[src/rtl/sfp_slot_pkg.sv]
// Shared constants and types for the SFP slot control unit.
// Assumes byte offsets on a 4-bit register address.
package sfp_slot_pkg;
    localparam int CTRL_BITS = 5;
    localparam int STAT_BITS = 2;
    localparam logic [3:0] OFS_CTRL = 4'h0;
    localparam logic [3:0] OFS_STAT = 4'h8;

    // Control word layout; bit 0 is the full lane reset
    typedef struct packed {
        logic [1:0] rate;
        logic       rst_rx;
        logic       rst_tx;
        logic       rst_all;
    } gt_ctrl_t;

    typedef enum logic [1:0] {
        LED_DARK      = 2'd0,
        LED_LINK_UP   = 2'd1,
        LED_LINK_DOWN = 2'd2
    } led_state_e;
endpackage

[src/rtl/sfp_bit_sync.sv]
// Multi-bit, per-bit independent flop-chain synchroniser.
// Assumes each bit is an unrelated level signal; no bus coherence implied.
module sfp_bit_sync #(
    parameter int          WIDTH     = 3,
    parameter int          STAGES    = 2,
    parameter logic [WIDTH-1:0] RST_VAL = '0
) (
    input  logic             clk,
    input  logic             rst_n,
    input  logic [WIDTH-1:0] async_in,
    output logic [WIDTH-1:0] sync_out
);
    logic [WIDTH-1:0] chain [STAGES];

    genvar s;
    generate
        for (s = 0; s < STAGES; s++) begin : g_stage
            // Shift each stage toward the output
            always_ff @(posedge clk) begin
                if (!rst_n) chain[s] <= RST_VAL;
                else if (s == 0) chain[s] <= async_in;
                else chain[s] <= chain[(s == 0) ? 0 : s-1];
            end
        end
    endgenerate

    assign sync_out = chain[STAGES-1];
endmodule

[src/rtl/sfp_regfile.sv]
// Control/status register pair. Control word is read/write at OFS_CTRL,
// status word read-only at OFS_STAT. Assumes single-cycle write strobes.
module sfp_regfile
    import sfp_slot_pkg::*;
#(
    parameter int ADDR_W = 4,
    parameter int DATA_W = 32
) (
    input  logic              clk,
    input  logic              rst_n,
    input  logic              wr,
    input  logic [ADDR_W-1:0] addr,
    input  logic [DATA_W-1:0] wdata,
    input  logic              tx_done,
    input  logic              rx_done,
    output gt_ctrl_t          ctrl,
    output logic [DATA_W-1:0] rdata
);
    gt_ctrl_t ctrl_q;

    // Capture the control word on writes to its own offset only
    always_ff @(posedge clk) begin
        if (!rst_n) ctrl_q <= '0;
        else if (wr && addr == ADDR_W'(OFS_CTRL)) ctrl_q <= gt_ctrl_t'(wdata[CTRL_BITS-1:0]);
    end

    // Decode the read word from the offset
    always_comb begin
        rdata = '0;
        if (addr == ADDR_W'(OFS_CTRL)) rdata[CTRL_BITS-1:0] = ctrl_q;
        else if (addr == ADDR_W'(OFS_STAT)) rdata[STAT_BITS-1:0] = {rx_done, tx_done};
    end

    assign ctrl = ctrl_q;


    ctrl_store_chk: assert property (@(posedge clk) disable iff (!rst_n)
        (wr && addr == ADDR_W'(OFS_CTRL)) |=> (ctrl == gt_ctrl_t'($past(wdata[CTRL_BITS-1:0]))));

    ctrl_hold_chk: assert property (@(posedge clk) disable iff (!rst_n)
        (!(wr && addr == ADDR_W'(OFS_CTRL))) |=> $stable(ctrl));
endmodule

[src/rtl/sfp_lane_map.sv]
// Places this port's reset requests on its own bit of the shared buses and
// picks its done bits back out. Assumes LANE < NUM_LANES.
module sfp_lane_map
    import sfp_slot_pkg::*;
#(
    parameter int NUM_LANES = 4,
    parameter int LANE      = 0
) (
    input  logic                 clk,
    input  logic                 rst_n,
    input  gt_ctrl_t             ctrl,
    input  logic [NUM_LANES-1:0] tx_done_bus,
    input  logic [NUM_LANES-1:0] rx_done_bus,
    output logic [NUM_LANES-1:0] rst_all_bus,
    output logic [NUM_LANES-1:0] rst_tx_bus,
    output logic [NUM_LANES-1:0] rst_rx_bus,
    output logic [1:0]           rate_ctrl,
    output logic                 tx_done,
    output logic                 rx_done
);
    localparam logic [NUM_LANES-1:0] OTHER_MASK = ~(NUM_LANES'(1) << LANE);

    genvar i;
    generate
        for (i = 0; i < NUM_LANES; i++) begin : g_lane
            if (i == LANE) begin : g_own
                assign rst_all_bus[i] = ctrl.rst_all;
                assign rst_tx_bus[i]  = ctrl.rst_tx;
                assign rst_rx_bus[i]  = ctrl.rst_rx;
            end else begin : g_other
                assign rst_all_bus[i] = 1'b0;
                assign rst_tx_bus[i]  = 1'b0;
                assign rst_rx_bus[i]  = 1'b0;
            end
        end
    endgenerate

    assign rate_ctrl = ctrl.rate;
    assign tx_done   = tx_done_bus[LANE];
    assign rx_done   = rx_done_bus[LANE];


    lane_only_chk: assert property (@(posedge clk) disable iff (!rst_n)
        ((rst_all_bus | rst_tx_bus | rst_rx_bus) & OTHER_MASK) == '0);

    rst_idle_chk: assert property (@(posedge clk) disable iff (!rst_n)
        (ctrl == '0) |-> (rst_all_bus == '0 && rst_tx_bus == '0 && rst_rx_bus == '0));
endmodule

[src/rtl/sfp_sideband.sv]
// Module sideband: synchronises the module status pins, drives fixed
// disable/rate levels and the LED pair. Assumes link_up is already in clk domain.
module sfp_sideband
    import sfp_slot_pkg::*;
#(
    parameter bit LINE_25G    = 1'b0,
    parameter int SYNC_STAGES = 2
) (
    input  logic       clk,
    input  logic       rst_n,
    input  logic       absent_raw,
    input  logic       los_raw,
    input  logic       fault_raw,
    input  logic       link_up,
    output logic       absent_sync,
    output logic       los_sync,
    output logic       fault_sync,
    output logic       tx_disable,
    output logic [1:0] rate_sel,
    output logic       led_green,
    output logic       led_red
);
    localparam logic [2:0] SYNC_RST = 3'b001;

    logic [2:0] synced;
    led_state_e led_st;
    logic [1:0] age_q;

    sfp_bit_sync #(.WIDTH(3), .STAGES(SYNC_STAGES), .RST_VAL(SYNC_RST)) u_sync (
        .clk      (clk),
        .rst_n    (rst_n),
        .async_in ({fault_raw, los_raw, absent_raw}),
        .sync_out (synced)
    );

    assign absent_sync = synced[0];
    assign los_sync    = synced[1];
    assign fault_sync  = synced[2];
    assign tx_disable  = 1'b0;
    assign rate_sel    = {2{LINE_25G}};

    // Pick the LED state from presence and link
    always_comb begin
        if (absent_sync)  led_st = LED_DARK;
        else if (link_up) led_st = LED_LINK_UP;
        else              led_st = LED_LINK_DOWN;
    end

    assign led_green = (led_st == LED_LINK_UP);
    assign led_red   = (led_st == LED_LINK_DOWN);

    // Count cycles since reset so latency checks never look before it
    always_ff @(posedge clk) begin
        if (!rst_n) age_q <= '0;
        else if (age_q != 2'd3) age_q <= age_q + 2'd1;
    end


    led_excl_chk: assert property (@(posedge clk) disable iff (!rst_n)
        $onehot0({led_green, led_red}));

    led_dark_chk: assert property (@(posedge clk) disable iff (!rst_n)
        absent_sync |-> (!led_green && !led_red));

    sync_lat_chk: assert property (@(posedge clk) disable iff (!rst_n)
        (SYNC_STAGES == 2 && age_q >= 2'd2) |->
        ({fault_sync, los_sync, absent_sync} == $past({fault_raw, los_raw, absent_raw}, 2)));
endmodule

[src/rtl/sfp_slot_ctrl.sv]
// Top of the per-slot control unit: register pair, lane mapping, MAC reset
// derivation and module sideband. Assumes one instance per slot, PORT_IDX distinct.
module sfp_slot_ctrl
    import sfp_slot_pkg::*;
#(
    parameter int NUM_LANES   = 4,
    parameter int PORT_IDX    = 0,
    parameter bit LINE_25G    = 1'b0,
    parameter int SYNC_STAGES = 2,
    parameter int ADDR_W      = 4,
    parameter int DATA_W      = 32
) (
    input  logic                 clk,
    input  logic                 rst_n,
    input  logic                 reg_wr,
    input  logic [ADDR_W-1:0]    reg_addr,
    input  logic [DATA_W-1:0]    reg_wdata,
    output logic [DATA_W-1:0]    reg_rdata,
    output logic [NUM_LANES-1:0] gt_rst_all_bus,
    output logic [NUM_LANES-1:0] gt_rst_tx_bus,
    output logic [NUM_LANES-1:0] gt_rst_rx_bus,
    output logic [1:0]           rate_ctrl,
    input  logic [NUM_LANES-1:0] gt_tx_done_bus,
    input  logic [NUM_LANES-1:0] gt_rx_done_bus,
    output logic                 tx_core_rst,
    output logic                 tx_serdes_rst,
    output logic                 rx_core_rst,
    output logic                 rx_serdes_rst,
    input  logic                 link_up,
    input  logic                 mod_absent_in,
    input  logic                 rx_los_in,
    input  logic                 tx_fault_in,
    output logic                 mod_absent_sync,
    output logic                 rx_los_sync,
    output logic                 tx_fault_sync,
    output logic                 sfp_tx_disable,
    output logic [1:0]           sfp_rate_sel,
    output logic                 led_green,
    output logic                 led_red
);
    gt_ctrl_t ctrl;
    logic     tx_done;
    logic     rx_done;

    sfp_regfile #(.ADDR_W(ADDR_W), .DATA_W(DATA_W)) u_regs (
        .clk     (clk),
        .rst_n   (rst_n),
        .wr      (reg_wr),
        .addr    (reg_addr),
        .wdata   (reg_wdata),
        .tx_done (tx_done),
        .rx_done (rx_done),
        .ctrl    (ctrl),
        .rdata   (reg_rdata)
    );

    sfp_lane_map #(.NUM_LANES(NUM_LANES), .LANE(PORT_IDX)) u_lanes (
        .clk         (clk),
        .rst_n       (rst_n),
        .ctrl        (ctrl),
        .tx_done_bus (gt_tx_done_bus),
        .rx_done_bus (gt_rx_done_bus),
        .rst_all_bus (gt_rst_all_bus),
        .rst_tx_bus  (gt_rst_tx_bus),
        .rst_rx_bus  (gt_rst_rx_bus),
        .rate_ctrl   (rate_ctrl),
        .tx_done     (tx_done),
        .rx_done     (rx_done)
    );

    // MAC resets are held while the lane reports not done
    assign tx_core_rst   = ~tx_done;
    assign tx_serdes_rst = ~tx_done;
    assign rx_core_rst   = ~rx_done;
    assign rx_serdes_rst = ~rx_done;

    sfp_sideband #(.LINE_25G(LINE_25G), .SYNC_STAGES(SYNC_STAGES)) u_side (
        .clk         (clk),
        .rst_n       (rst_n),
        .absent_raw  (mod_absent_in),
        .los_raw     (rx_los_in),
        .fault_raw   (tx_fault_in),
        .link_up     (link_up),
        .absent_sync (mod_absent_sync),
        .los_sync    (rx_los_sync),
        .fault_sync  (tx_fault_sync),
        .tx_disable  (sfp_tx_disable),
        .rate_sel    (sfp_rate_sel),
        .led_green   (led_green),
        .led_red     (led_red)
    );


    mac_rst_chk: assert property (@(posedge clk) disable iff (!rst_n)
        (tx_core_rst == tx_serdes_rst) && (rx_core_rst == rx_serdes_rst)
        && (tx_core_rst != gt_tx_done_bus[PORT_IDX]) && (rx_core_rst != gt_rx_done_bus[PORT_IDX]));
endmodule

[config.mk]
export PLATFORM = sky130hd
export DESIGN_NAME = sfp_slot_ctrl
export DESIGN_NICKNAME = d
export VERILOG_FILES = /design/src/rtl/sfp_slot_pkg.sv /design/src/rtl/sfp_bit_sync.sv /design/src/rtl/sfp_regfile.sv /design/src/rtl/sfp_lane_map.sv /design/src/rtl/sfp_sideband.sv /design/src/rtl/sfp_slot_ctrl.sv
export SDC_FILE = /design/constraint.sdc
export NUM_CORES = 1
export LEC_CHECK = 0
export CORE_MARGIN = 2
export CORE_UTILIZATION = 25
export CTS_CLUSTER_SIZE = 12
export DETAILED_ROUTE_END_ITERATION = 12
export PLACE_DENSITY_LB_ADDON = 0.25
export SETUP_SLACK_MARGIN = 0.5
export SYNTH_ARGS = -nofsm -noshare
export SYNTH_HDL_FRONTEND = slang
export SYNTH_HIERARCHICAL = 1
export SYNTH_SLANG_ARGS = --single-unit
[constraint.sdc]
create_clock -name clk -period 2.8 [get_ports clk]
set_clock_uncertainty 0.15 [all_clocks]
set_input_delay 0.42 -clock clk [delete_from_list [all_inputs] [get_ports clk]]
set_output_delay 0.42 -clock clk [all_outputs]
set_load 0.01 [all_outputs]
==> flow_summary.toml <==
[run_status]
status = "completed"

[sta]
final.setup.worst_slack_ps = 668
fin_crit_ps = 2130
max_freq_mhz = 469
maxSlewViolCount = 0
hold_viol = 0
grt_setup_unrepaired = "no"
finalSetupViolations = 0
min_period_over_period_pct = 76.1
tns_ps = 0
hold_slack_ps = 280

[logic_synthesis]
synth_cell_types = 15
netlist_area_um2 = 833
syn_inst = 97
ys_warn_count = 6
ys_seq_elements = 11
synth-seq-area-share_pct = 26.4
synth.avg_cell_area_um2 = 8.59

[clocking]
cts_tree = "yes"
clkSinkCount = 11
h-tree-depth = 1
ctsHoldBuffers = 0
clk_path_buf_depth = 2
clockRootBuffer = "clkbuf_4"
clk-insertion-delay-late_ps = 260
cts-buffers-inserted = 3
clk_pin_slew_ps = 80

[floorplan]
ioPinCount = 109
core_um2 = 3100
fp.dieArea_um2 = 3810
die_y_um = 61.7
die_w_um = 61.7
std_cell_rows = 20
start_util_pct = 26.9

[power]
leakage_nw = 0.548
p_sw_mw = 0.0996
p_clk_share_pct = 30.4
internal-power_mw = 0.251
swShare_pct = 28.4
p_total_mw = 0.350
ir_worst_vdd_mv = 0.158
seq_power_share_pct = 46.6
p_per_area_nw_per_um2 = 335
combPwrFrac_pct = 23.0

[global_routing]
grt.total_usage_pct = 5.84
grt_max_degree = 17
grt-ovfl-total = 0
grt_pass1_wl_um = 1520
antenna_found_initial = 0
first_global_vias = 382

[layout]
num_antenna_cells = 0
synthToLayoutAreaGrowth_pct = 25.7
final_util_pct = 33.8
drive_above_1_share_pct = 8.80
final_cell_mix = "conb_1, clkdlybuf4s50_1, dfxtp_1"
stdcell_count = 169
fin_nets = 177
postLayoutCellArea_um2 = 1050
layout_commonest_cell = "conb_1"

[worst_setup_path]
cp-start-kind = "input port"
required_ps = 2230
critPathKind = "in -> out"
arrival_ps = 1560
worstPathMaxFanout = 2
cp-end-kind = "output port"

[place]
gp_congestion = 0.573
dp.cells = 164
hpwlAfterDp_um = 1130
port_buffers = 36
place_ws_ps = 163
place_area_um2 = 1020

[drt]
route.detailed.drc = 0
antenna_left = 0
wl_um = 1300
dr.pass1.iters = 2
vias = 558
dr.first_iter.drc_count = 4
drt-wirelength-per-cell_um = 7.72
viasPerCell = 3.30

[job]
cap_violations = 0

[min_path]
hold_class = "reg -> reg"
-- power by group through the flow --
stage	combinational [mW]	clock [mW]	sequential, mW
global route	0.0894	0.128	0.164
global placement	0.0818	0	0.167
finish	0.0807	0.107	0.163
floorplan	0.0840	0	0.167
CTS	0.0809	0.116	0.163
detailed placement	0.0823	0	0.167
-- metal layers --
metal  routed length, um  global-route usage (%)
met1                 452                    4.76
met2                 652                    11.1
met3                 200                    3.31
met4                   0                    2.74
met5                   0                       0
-- path summary, 6_finish.rpt --
check	depth (start not counted)	from	to	slack, ps
worst max-delay path	3	link_up	led_green	670
worst min-delay path	1	u_side/u_sync/chain[0][0]	u_side/u_sync/chain[1][0]	280
worst max register to register	2	u_regs/ctrl[4]	u_regs/ctrl[4]	2030
worst min register to register	1	u_side/u_sync/chain[0][0]	u_side/u_sync/chain[1][0]	280
-- Yosys cell counts --
cell / n / area (um^2)
buf_4: 48 / 360
dfxtp_1: 11 / 220
nand2_1: 10 / 37.5
mux2i_1: 7 / 70.1
and2_1: 4 / 25.0
and2_2: 3 / 22.5
conb_1: 3 / 11.3
inv_1: 2 / 7.51
nand2b_1: 2 / 12.5
nor4_1: 2 / 12.5
buf_1: 1 / 3.75
nand2_4: 1 / 11.3
nor2_1: 1 / 3.75
nor2b_4: 1 / 13.8
nor4_4: 1 / 21.3
-- layout make-up --
cell class	count	area, um^2
Clock buffer	3	22.5
Clock inverter	1	5.00
Fill cell	347	2060
Inverter	2	7.51
Multi-Input combinational cell	71	377
Sequential cell	11	220
Tap cell	44	55.1
Timing Repair Buffer	37	360
-- state kept, by name, summed over array words and instances (netlist names) --
name / count
u_side/u_sync/chain: 6
u_regs/ctrl: 5
-- what timing repair did --
action                                  4_1_cts  5_1_grt
pin swaps                                     1        0
setup buffers                                 1        0
gates resized for setup                       8        1
endpoints found under the setup margin        5        1
-- critical path, stage by stage --
cell,delay [ps]
clkdlybuf4s50_1,480
nor2b_4,130
clkdlybuf4s50_1,530
-- logic make-up (layout without fill, tap and decap cells) --
kind of cell / Yosys count / in the layout / synth area share (%)
simple gates: 25 / 25 / 19.2
flops: 11 / 11 / 26.4
mux: 7 / 7 / 8.41
other cells: 3 / 39 / 1.35
buf+inv: 51 / 43 / 44.6
No activity file was read; power rests on OpenSTA's default activity.
